`config.mk`:
```
export PLATFORM = sky130hd
export DESIGN_NAME = pulse_shape_interp
export DESIGN_NICKNAME = d
export VERILOG_FILES = /design/src/rtl/pshape_pkg.sv /design/src/rtl/pshape_ctrl.sv /design/src/rtl/pshape_datapath.sv /design/src/rtl/pulse_shape_interp.sv
export SDC_FILE = /design/constraint.sdc
export NUM_CORES = 1
export LEC_CHECK = 0
export ABC_AREA = 1
export CAP_MARGIN = 5
export CORE_AREA = 4 4 135 169
export CTS_BUF_LIST = sky130_fd_sc_hd__clkbuf_4 sky130_fd_sc_hd__clkbuf_8 sky130_fd_sc_hd__clkbuf_16
export DETAILED_ROUTE_END_ITERATION = 10
export DIE_AREA = 0 0 139 173
export DONT_BUFFER_PORTS = 1
export PLACE_DENSITY_LB_ADDON = 0.2
export REMOVE_ABC_BUFFERS = 1
export SYNTH_ARGS = -nofsm -noshare
export SYNTH_HDL_FRONTEND = slang
export SYNTH_SLANG_ARGS = --single-unit
```
`constraint.sdc`:
```
create_clock -name clk -period 23.1 [get_ports clk]
set_input_delay 6.93 -clock clk [delete_from_list [all_inputs] [get_ports clk]]
set_output_delay 6.93 -clock clk [all_outputs]
set_load 0.01 [all_outputs]
```
`src/rtl/pshape_pkg.sv`:
```
package pshape_pkg;
  parameter int SYM_W       = 8;
  parameter int OUT_W       = 16;
  parameter int NUM_TAPS    = 9;
  parameter int UPS_FACTOR  = 4;
  parameter int CLK_PER_OUT = 20;

  typedef struct packed {
    logic shift;    // push a new sample into the delay line
    logic outLoad;  // register the convolution result
  } pshapeStrb_t;

  function automatic int tapCoef(input int idx);
    case (idx)
      0, 8:    return 0;
      1, 7:    return 17;
      2, 6:    return 38;
      3, 5:    return 57;
      4:       return 64;
      default: return 0;
    endcase
  endfunction
endpackage

```
`src/rtl/pshape_ctrl.sv`:
```
module pshape_ctrl
  import pshape_pkg::*;
#(
  parameter int SW     = SYM_W,
  parameter int UPS    = UPS_FACTOR,
  parameter int SUBCLK = CLK_PER_OUT
) (
  input  logic                 clk,
  input  logic                 rst,
  input  logic                 symValid,
  input  logic signed [SW-1:0] symIn,
  input  logic                 holdMode,
  output pshapeStrb_t          strb,
  output logic signed [SW-1:0] sampleOut
);
  localparam int SUB_W  = $clog2(SUBCLK);
  localparam int FILL_W = $clog2(UPS);

  logic                 active;
  logic [SUB_W-1:0]     subCnt;
  logic [FILL_W-1:0]    fillCnt;
  logic signed [SW-1:0] heldSym;
  logic                 heldMode;
  logic                 loadQ;
  logic                 fillSlot;

  assign fillSlot = active && (subCnt == SUB_W'(SUBCLK - 1));

  always_ff @(posedge clk) begin
    if (rst) begin
      active   <= 1'b0;
      subCnt   <= '0;
      fillCnt  <= '0;
      heldSym  <= '0;
      heldMode <= 1'b0;
      loadQ    <= 1'b0;
    end else begin
      loadQ <= symValid || fillSlot;
      if (symValid) begin
        active   <= 1'b1;
        subCnt   <= '0;
        fillCnt  <= '0;
        heldSym  <= symIn;
        heldMode <= holdMode;
      end else if (active) begin
        if (fillSlot) begin
          subCnt  <= '0;
          fillCnt <= fillCnt + 1'b1;
          if (fillCnt == FILL_W'(UPS - 2)) active <= 1'b0;
        end else begin
          subCnt <= subCnt + 1'b1;
        end
      end
    end
  end

  always_comb begin
    strb.shift   = symValid || fillSlot;
    strb.outLoad = loadQ;
    if (symValid)      sampleOut = symIn;
    else if (heldMode) sampleOut = heldSym;
    else               sampleOut = '0;
  end
endmodule

```
`src/rtl/pshape_datapath.sv`:
```
module pshape_datapath
  import pshape_pkg::*;
#(
  parameter int SW   = SYM_W,
  parameter int OW   = OUT_W,
  parameter int NTAP = NUM_TAPS
) (
  input  logic                 clk,
  input  logic                 rst,
  input  pshapeStrb_t          strb,
  input  logic signed [SW-1:0] sampleIn,
  output logic signed [OW-1:0] outData,
  output logic                 outValid
);
  localparam int NPAIR = NTAP / 2;
  localparam int ODD   = NTAP % 2;
  localparam int ACC_W = OW + 2;
  localparam int NPROD = NPAIR + ODD;

  logic signed [SW-1:0]    dl [NTAP];
  logic signed [ACC_W-1:0] prod [NPROD];
  logic signed [ACC_W-1:0] acc;

  always_ff @(posedge clk) begin
    if (rst) begin
      for (int i = 0; i < NTAP; i++) dl[i] <= '0;
    end else if (strb.shift) begin
      dl[0] <= sampleIn;
      for (int i = 1; i < NTAP; i++) dl[i] <= dl[i-1];
    end
  end

  for (genvar g = 0; g < NPAIR; g++) begin : gPair
    localparam logic signed [ACC_W-1:0] COEF = ACC_W'(tapCoef(g));
    logic signed [SW:0] pairSum;
    assign pairSum = SW'(dl[g]) + SW'(dl[NTAP-1-g]) + (SW+1)'(0);
    assign prod[g] = ACC_W'(pairSum) * COEF;
  end

  if (ODD == 1) begin : gCenter
    localparam logic signed [ACC_W-1:0] CCOEF = ACC_W'(tapCoef(NPAIR));
    assign prod[NPAIR] = ACC_W'(dl[NPAIR]) * CCOEF;
  end

  always_comb begin
    acc = '0;
    for (int i = 0; i < NPROD; i++) acc = acc + prod[i];
  end

  always_ff @(posedge clk) begin
    if (rst) begin
      outData  <= '0;
      outValid <= 1'b0;
    end else begin
      outValid <= strb.outLoad;
      if (strb.outLoad) outData <= OW'(acc);
    end
  end
endmodule

```
`src/rtl/pulse_shape_interp.sv`:
```
module pulse_shape_interp
  import pshape_pkg::*;
(
  input  logic                    clk,
  input  logic                    rst,
  input  logic                    symValid,
  input  logic signed [SYM_W-1:0] symIn,
  input  logic                    holdMode,
  output logic signed [OUT_W-1:0] outData,
  output logic                    outValid
);
  pshapeStrb_t             strb;
  logic signed [SYM_W-1:0] sample;

  pshape_ctrl #(.SW(SYM_W), .UPS(UPS_FACTOR), .SUBCLK(CLK_PER_OUT)) uCtrl (
    .clk(clk), .rst(rst), .symValid(symValid), .symIn(symIn),
    .holdMode(holdMode), .strb(strb), .sampleOut(sample)
  );

  pshape_datapath #(.SW(SYM_W), .OW(OUT_W), .NTAP(NUM_TAPS)) uPath (
    .clk(clk), .rst(rst), .strb(strb), .sampleIn(sample),
    .outData(outData), .outValid(outValid)
  );
endmodule

```
==> results.md, run 1 <==
* RSZ-0062 raised after global routing: no
* Grt met3 use at 0.0210
* DRT iter0 DRCs at 214
* WP buf/inv at 3
* Num CTS Buffers at 9
* Hold Fails Final Rpt at 0
* Post-Syn Instances at 931
* Hold crit path type: reg -> reg
* Setup Fix Bufs, Post-CTS at 0
* Syn Area/Cell at 8.99 sq um
* Most used DFF post-synth: edfxtp_1
* Final RePlAce weighted congestion at 0.759
* WP data required at 23.15 ns
* Worst-path clk slew at 0.07 ns
* Startpoint types: input pin
* Post-Route WL at 16400 um
* GRT busiest layer: met2
* Tot GR Track Use at 0.143
* Most frequent cells after synthesis: 216 x inv_1, 118 x ha_1, 113 x nand2_1
* Largest net degree at the start of global routing at 65
* Register area share after synthesis at 0.313
* Deepest clock path buffer count at 2
* Wire length per cell at 13.5 um
* CTS tree: built
* CP delay by family, top: buffers and inverters
* CTS Hold Buffers Added at 0
* Yosys warns at 0
* Status: completed
* Cell chosen for the clock root: clkbuf_16
* Final setup vio count at 0
* Setup TNS at 0 ns
* Number of gates resized after CTS at 0
* Met1 Track Usage GR at 0.180
* Final Instance Area at 8950 sq um
* Die X at 139 um
* First-pass DRT Iterations at 4
* Top cells by area, synth: edfxtp_1 23%, ha_1 18%, fa_1 14%, inv_1 9.7%, dfxtp_1 8.4%
* Row count at 60
* Vias at 5551
* Slowest stage delay, CP at 0.79 ns
* Slowest CP cell: inv_2
* H-tree levels at 3
* Post-route minimum period at 8.29 ns
* Met2 usage at 0.254
* Number of global-route vias before repair at 5597
* DRT antenna net count at 0
* Crit end category: register
* Critical path class: in -> reg
* Final Skew at 0.00937 ns
* Worst EP arrival at 8.35 ns
* I/O pin count at 29
* Most frequent CP cell: inv_2
* Ant. Diodes at 0
* Post-DP HPWL at 13400 um
* Max Clk Rate at 0.121 GHz
* Core ar. at 21300 sq um
* Synth Register Bits at 99
* Synth Cell Area at 8370 sq um
* Nets at 1119
* Slew @ Worst Pin at 1.15 ns
* Grt total ovfl at 0
* Period utilisation layout at 0.359
* Fraction of registers with async set/reset at 0
* # DRC at 0
* Clk_lat worst skew at 0.35 ns
* Share of cells above drive strength 1 at 0.0396
* Post-synth top area share at 0.230
* Max_cap viols at 0
* Critical-path cell list: clkinv_1 > nand2_1 > inv_2 > nor2_4 > inv_2 > nor2_1
* Post-synth EDFFs at 64
* CTS sink cnt at 99
* Initial Utilization at 0.393
* Synth-to-Final Area Change at 6.89%
* Slew Limit Fails at 0
* Initial antenna violation count at 0
* Port Buffers at 0
* Crit-path max FO at 64
* Hold WS at 0.459 ns
* Via density per instance at 4.58
* First-pass GRT wire length at 28100 um
* Cell Area, Placed at 8630 sq um
* Yosys cell types at 36
* Worst slew margin at 0.235
* Synth area leader: edfxtp_1
* Die ar. at 24000 sq um
* Most frequent cell after synthesis: inv_1
* Die Y at 173 um
==> worst register-to-register path: cells and delay by family (launching register included) <==
kind	cells	cell delay (ns)
adder cells (fa/ha/maj)	11	4.45
flip-flops	1	0.41
buffers and inverters	11	0.66
XOR/XNOR	2	0.49
AND/OR/NAND/NOR	8	0.72
AO/OA/AOI/OAI	8	1.39
==> final timing paths <==
check                   startpoint                 to  slack [ns]  cells past startpoint
hold / removal    uCtrl.heldSym[0]   uCtrl.heldSym[0]        0.46                      2
setup / recovery          symValid    uPath.dl[0][41]       14.81                      6
setup reg to reg   uPath.dl[0][18]  uPath.outData[15]       14.90                     40
hold reg to reg   uCtrl.heldSym[0]   uCtrl.heldSym[0]        0.46                      2
==> area by class of cell <==
| type | count | area [sq um] |
|---|---|---|
| Clock inverter | 7 | 91.3 |
| Fill cell | 2180 | 12400 |
| Multi-Input combinational cell | 598 | 4820 |
| Clock buffer | 9 | 225 |
| Sequential cell | 99 | 2620 |
| Timing Repair Buffer | 1 | 7.51 |
| Tap cell | 279 | 349 |
| Inverter | 220 | 826 |
==> cell families (layout without fill, tap and decap cells) <==
kind of cell    after synthesis  after routing  share of synthesized area
fa+ha+maj                   178            178                      0.320
compound gates               97             97                     0.0682
buf+inv                     234            237                      0.110
flops                        99             99                      0.313
xor+xnor                     47             47                     0.0501
simple gates                276            276                      0.138
==> cells in the final DEF, fill, tap and decap left out, types with 2 or more instances in the layout <==
master       n
a21o_1       3
a21oi_1     50
a21oi_2      4
a31oi_1      7
clkbuf_16    9
dfxtp_1     35
edfxtp_1    64
fa_1        60
ha_1       118
inv_1      216
inv_2        3
inv_6        2
nand2_1    112
nand2_2      6
nand3_1     40
nand3b_1     2
nand4_1      4
nor2_1     103
nor3_1       6
o211ai_1     2
o21ai_0     20
o21bai_1     6
xnor2_1     17
xor2_1      29
==> state kept, by name, indices dropped and copies added, names as in the netlist <==
signal	count
uCtrl.loadQ	1
uCtrl.subCnt	5
uPath.dl	64
uCtrl.heldMode	1
uCtrl.fillCnt	2
uPath.outData	16
uCtrl.active	1
uPath.outValid	1
uCtrl.heldSym	8
==> stage by stage <==
stage / setup WS (ns) / utilization / cells
after floorplan: 14.11 / - / 917
after global placement: 14.47 / 0.405 / 1197
after detailed placement: 14.43 / 0.405 / 1197
after CTS: 14.81 / 0.420 / 1213
after global routing: 14.33 / 0.420 / 1213
final: 14.81 / 0.420 / 1213
==> per-layer routing <==
layer | wire length (um) | part of all wire
met1 | 7460 | 0.45
met2 | 8320 | 0.51
met3 | 308 | 0.019
met4 | 316 | 0.019
met5 | 0 | 0
Power of run 1 is not shown: default switching activity piles up to over one toggle a cycle in this logic, so the estimate is an artifact.
==> run 2, diff against run 1 <==
==> constraint.sdc (replaced) <==
create_clock -name clk -period 6.9 [get_ports clk]
set_input_delay 2.07 -clock clk [delete_from_list [all_inputs] [get_ports clk]]
set_output_delay 2.07 -clock clk [all_outputs]
set_load 0.01 [all_outputs]
==> run 2 against run 1 <==
Compared with the run above:
- the run now ends with negative setup slack left
- first-iteration DRC count grew 12%
- final cell count grew 9.5%
- wire length up 10%
- critical endpoint is now uPath.outData[14]
- largest cell class unchanged
==> results.md, run 2 (synthesis gave the netlist of run 1 again) <==
* Failing checks: negative setup slack
* Tot GR Track Use at 0.152 (+0.00948)
* Row count at 60 (unchanged)
* Final WS setup at -0.309 ns (-15.12 ns)
* Commonest non-fill, non-tap cells in the layout: 203 x inv_1, 109 x buf_4, 103 x nand2_1
* Most frequent CP cell: nand2_1
* Core ar. at 21300 sq um (unchanged)
* WP data required at 7.18 ns (-15.97 ns)
* Critical path class: reg -> reg
* Worst-path clk slew at 0.08 ns (about the same)
* Startpoint types: register
* Final Instance Area at 10500 sq um (+17%)
* Die X at 139 um (unchanged)
* DRT iter0 DRCs at 240 (+12%)
* Slowest stage delay, CP at 0.54 ns (-0.25 ns)
* CTS tree: built
* WP depth at 36 (+30)
* First-pass GRT wire length at 30000 um (+6.8%)
* CTS sink cnt at 99 (unchanged)
* Worst slew margin at 0.441 (+0.206)
* Slew Limit Fails at 0 (unchanged)
* # DRC at 0 (unchanged)
* First-pass DRT Iterations at 4 (unchanged)
* Final RePlAce weighted congestion at 0.807 (+6.4%)
* Max Clk Rate at 0.139 GHz
* Max reg flops at 64 (unchanged)
* Regs by FF count: uPath.dl (64), uPath.outData (16), uCtrl.heldSym (8)
* Post-route minimum period at 7.21 ns
* Ant. Diodes at 0 (unchanged)
* Initial antenna violation count at 0 (unchanged)
* Max_cap viols at 0 (unchanged)
* Nets at 1234 (+10%)
* Slew @ Worst Pin at 0.838 ns (-0.309 ns)
* Share of cells above drive strength 1 at 0.238 (+0.199)
* Largest net degree at the start of global routing at 65 (unchanged)
* Die Y at 173 um (unchanged)
* Slowest CP cell: fa_1
* Worst EP arrival at 7.49 ns (-0.86 ns)
* Vias at 6098 (+9.9%)
* Cell chosen for the clock root: clkbuf_16
* Period utilisation layout at 1.04
* I/O pin count at 29 (unchanged)
* Via density per instance at 4.59 (+0.34%)
* Initial Utilization at 0.393 (unchanged)
* Num CTS Buffers at 9 (unchanged)
* Status: finished, violations left
* Post-DP HPWL at 14300 um (+6.6%)
* FF-to-FF End: uPath.outData[14]
* Crit end category: register
* Hold Startpoint: uCtrl.heldSym[0]
* Commonest non-fill, non-tap cell in the layout: inv_1
* Synth-to-Final Area Change at 25.2%
* Cell Area, Placed at 9390 sq um (+8.8%)
* Final setup vio count at 7 (+7)
* Hold crit path type: reg -> reg
* Hold EP: uCtrl.heldSym[0]
* WP buf/inv at 5 (+2)
* R2r setup slk at -0.31 ns (-15.21 ns)
* Crit-path max FO at 4 (-94%)
* CTS Hold Buffers Added at 0 (unchanged)
* H-tree levels at 3 (unchanged)
* Post-Route WL at 18100 um (+10%)
* Fillers at 2031 (-6.8%)
* Final Skew at 0.0153 ns (+0.00594 ns)
* Wire length per cell at 13.7 um (+0.92%)
* Die ar. at 24000 sq um (unchanged)
* DRT antenna net count at 0 (unchanged)
* Hold Path Depth at 2 (unchanged)
* RSZ-0062 raised after global routing: yes
* Grt total ovfl at 0 (unchanged)
* Reg2reg start: uPath.dl[0][18]
* CP delay by family, top: adder cells
* Most flop-heavy register: uPath.dl
* Clk_lat worst skew at 0.35 ns (about the same)
* Port Buffers at 0 (unchanged)
* Hold Fails Final Rpt at 0 (unchanged)
* Number of global-route vias before repair at 6161 (+10%)
* Deepest clock path buffer count at 2 (unchanged)
* Cell count of the worst reg-to-reg path at 36 (-10%)
run 2: cell count changes in the layout (fill, tap and decap cells not counted), moves of 8 or more:
cell,change
ha_4,+18
o21ai_0,-8
nand3_1,-11
ha_1,-19
a21oi_2,+11
a21oi_1,-15
nand2_1,-9
inv_2,+12
nand3_2,+10
buf_4,+108
inv_1,-13
run 2: per-stage QoR:
stage	util	setup TNS (ns)	setup WS [ns]	hold slack, ns	cells
2_1_floorplan	-	-1.51	-0.397	0.435	917
3_3_place_gp	0.440	-4.71	-0.664	0.443	1298
3_5_place_dp	0.440	-5.11	-0.780	0.449	1298
4_1_cts	0.477	-1.97	-0.375	0.460	1323
5_1_grt	0.492	-4.64	-0.774	0.480	1328
6_report	0.492	-1.08	-0.309	0.460	1328
run 2: metal layers:
layer	global-route usage	wire (um)	vias up
met2	0.272	9590	53
li1	-	-	3152
met4	0.0481	448	0
met5	0	0	-
met1	0.191	7810	2875
met3	0.0180	286	18
run 2: final cells by class:
cell class | count | area, sq um | share of cell area
multi-input combinational | 598 | 5470 | 0.522
sequential | 99 | 2620 | 0.250
timing repair buffer | 116 | 897 | 0.0856
inverter | 220 | 828 | 0.0790
tap | 279 | 349 | 0.0333
clock buffer | 10 | 250 | 0.0239
clock inverter | 6 | 61.3 | 0.00585
run 2: timing repair:
item | 4_1_cts | 5_1_grt
gates resized for setup | 75 | 58
endpoints found under the setup margin | 9 | 9
pin swaps | 75 | 42
buffers inserted | 9 | 5
run 2: worst register-to-register path, delay by kind of cell (launching register included):
kind | cells | cell delay, ns
adders and majority gates | 10 | 3.89
and+or+nand+nor | 13 | 1.27
AOI/OAI and AO/OA | 5 | 0.58
xor gates and xnor gates | 3 | 0.57
DFF | 1 | 0.43
buffers and inverters | 5 | 0.39
run 2: worst max path at each step:
stage,slack (ns),endpoint,start
floorplan,-0.40,uPath.outData[15],uPath.dl[0][16]
global placement,-0.66,uPath.outData[13],uPath.dl[0][17]
detailed placement,-0.78,uPath.outData[13],uPath.dl[0][48]
CTS,-0.38,uPath.outData[13],uPath.dl[0][50]
global route,-0.77,uPath.outData[13],uPath.dl[0][18]
finish,-0.31,uPath.outData[14],uPath.dl[0][18]
Power of run 2 is left out for the same reason.
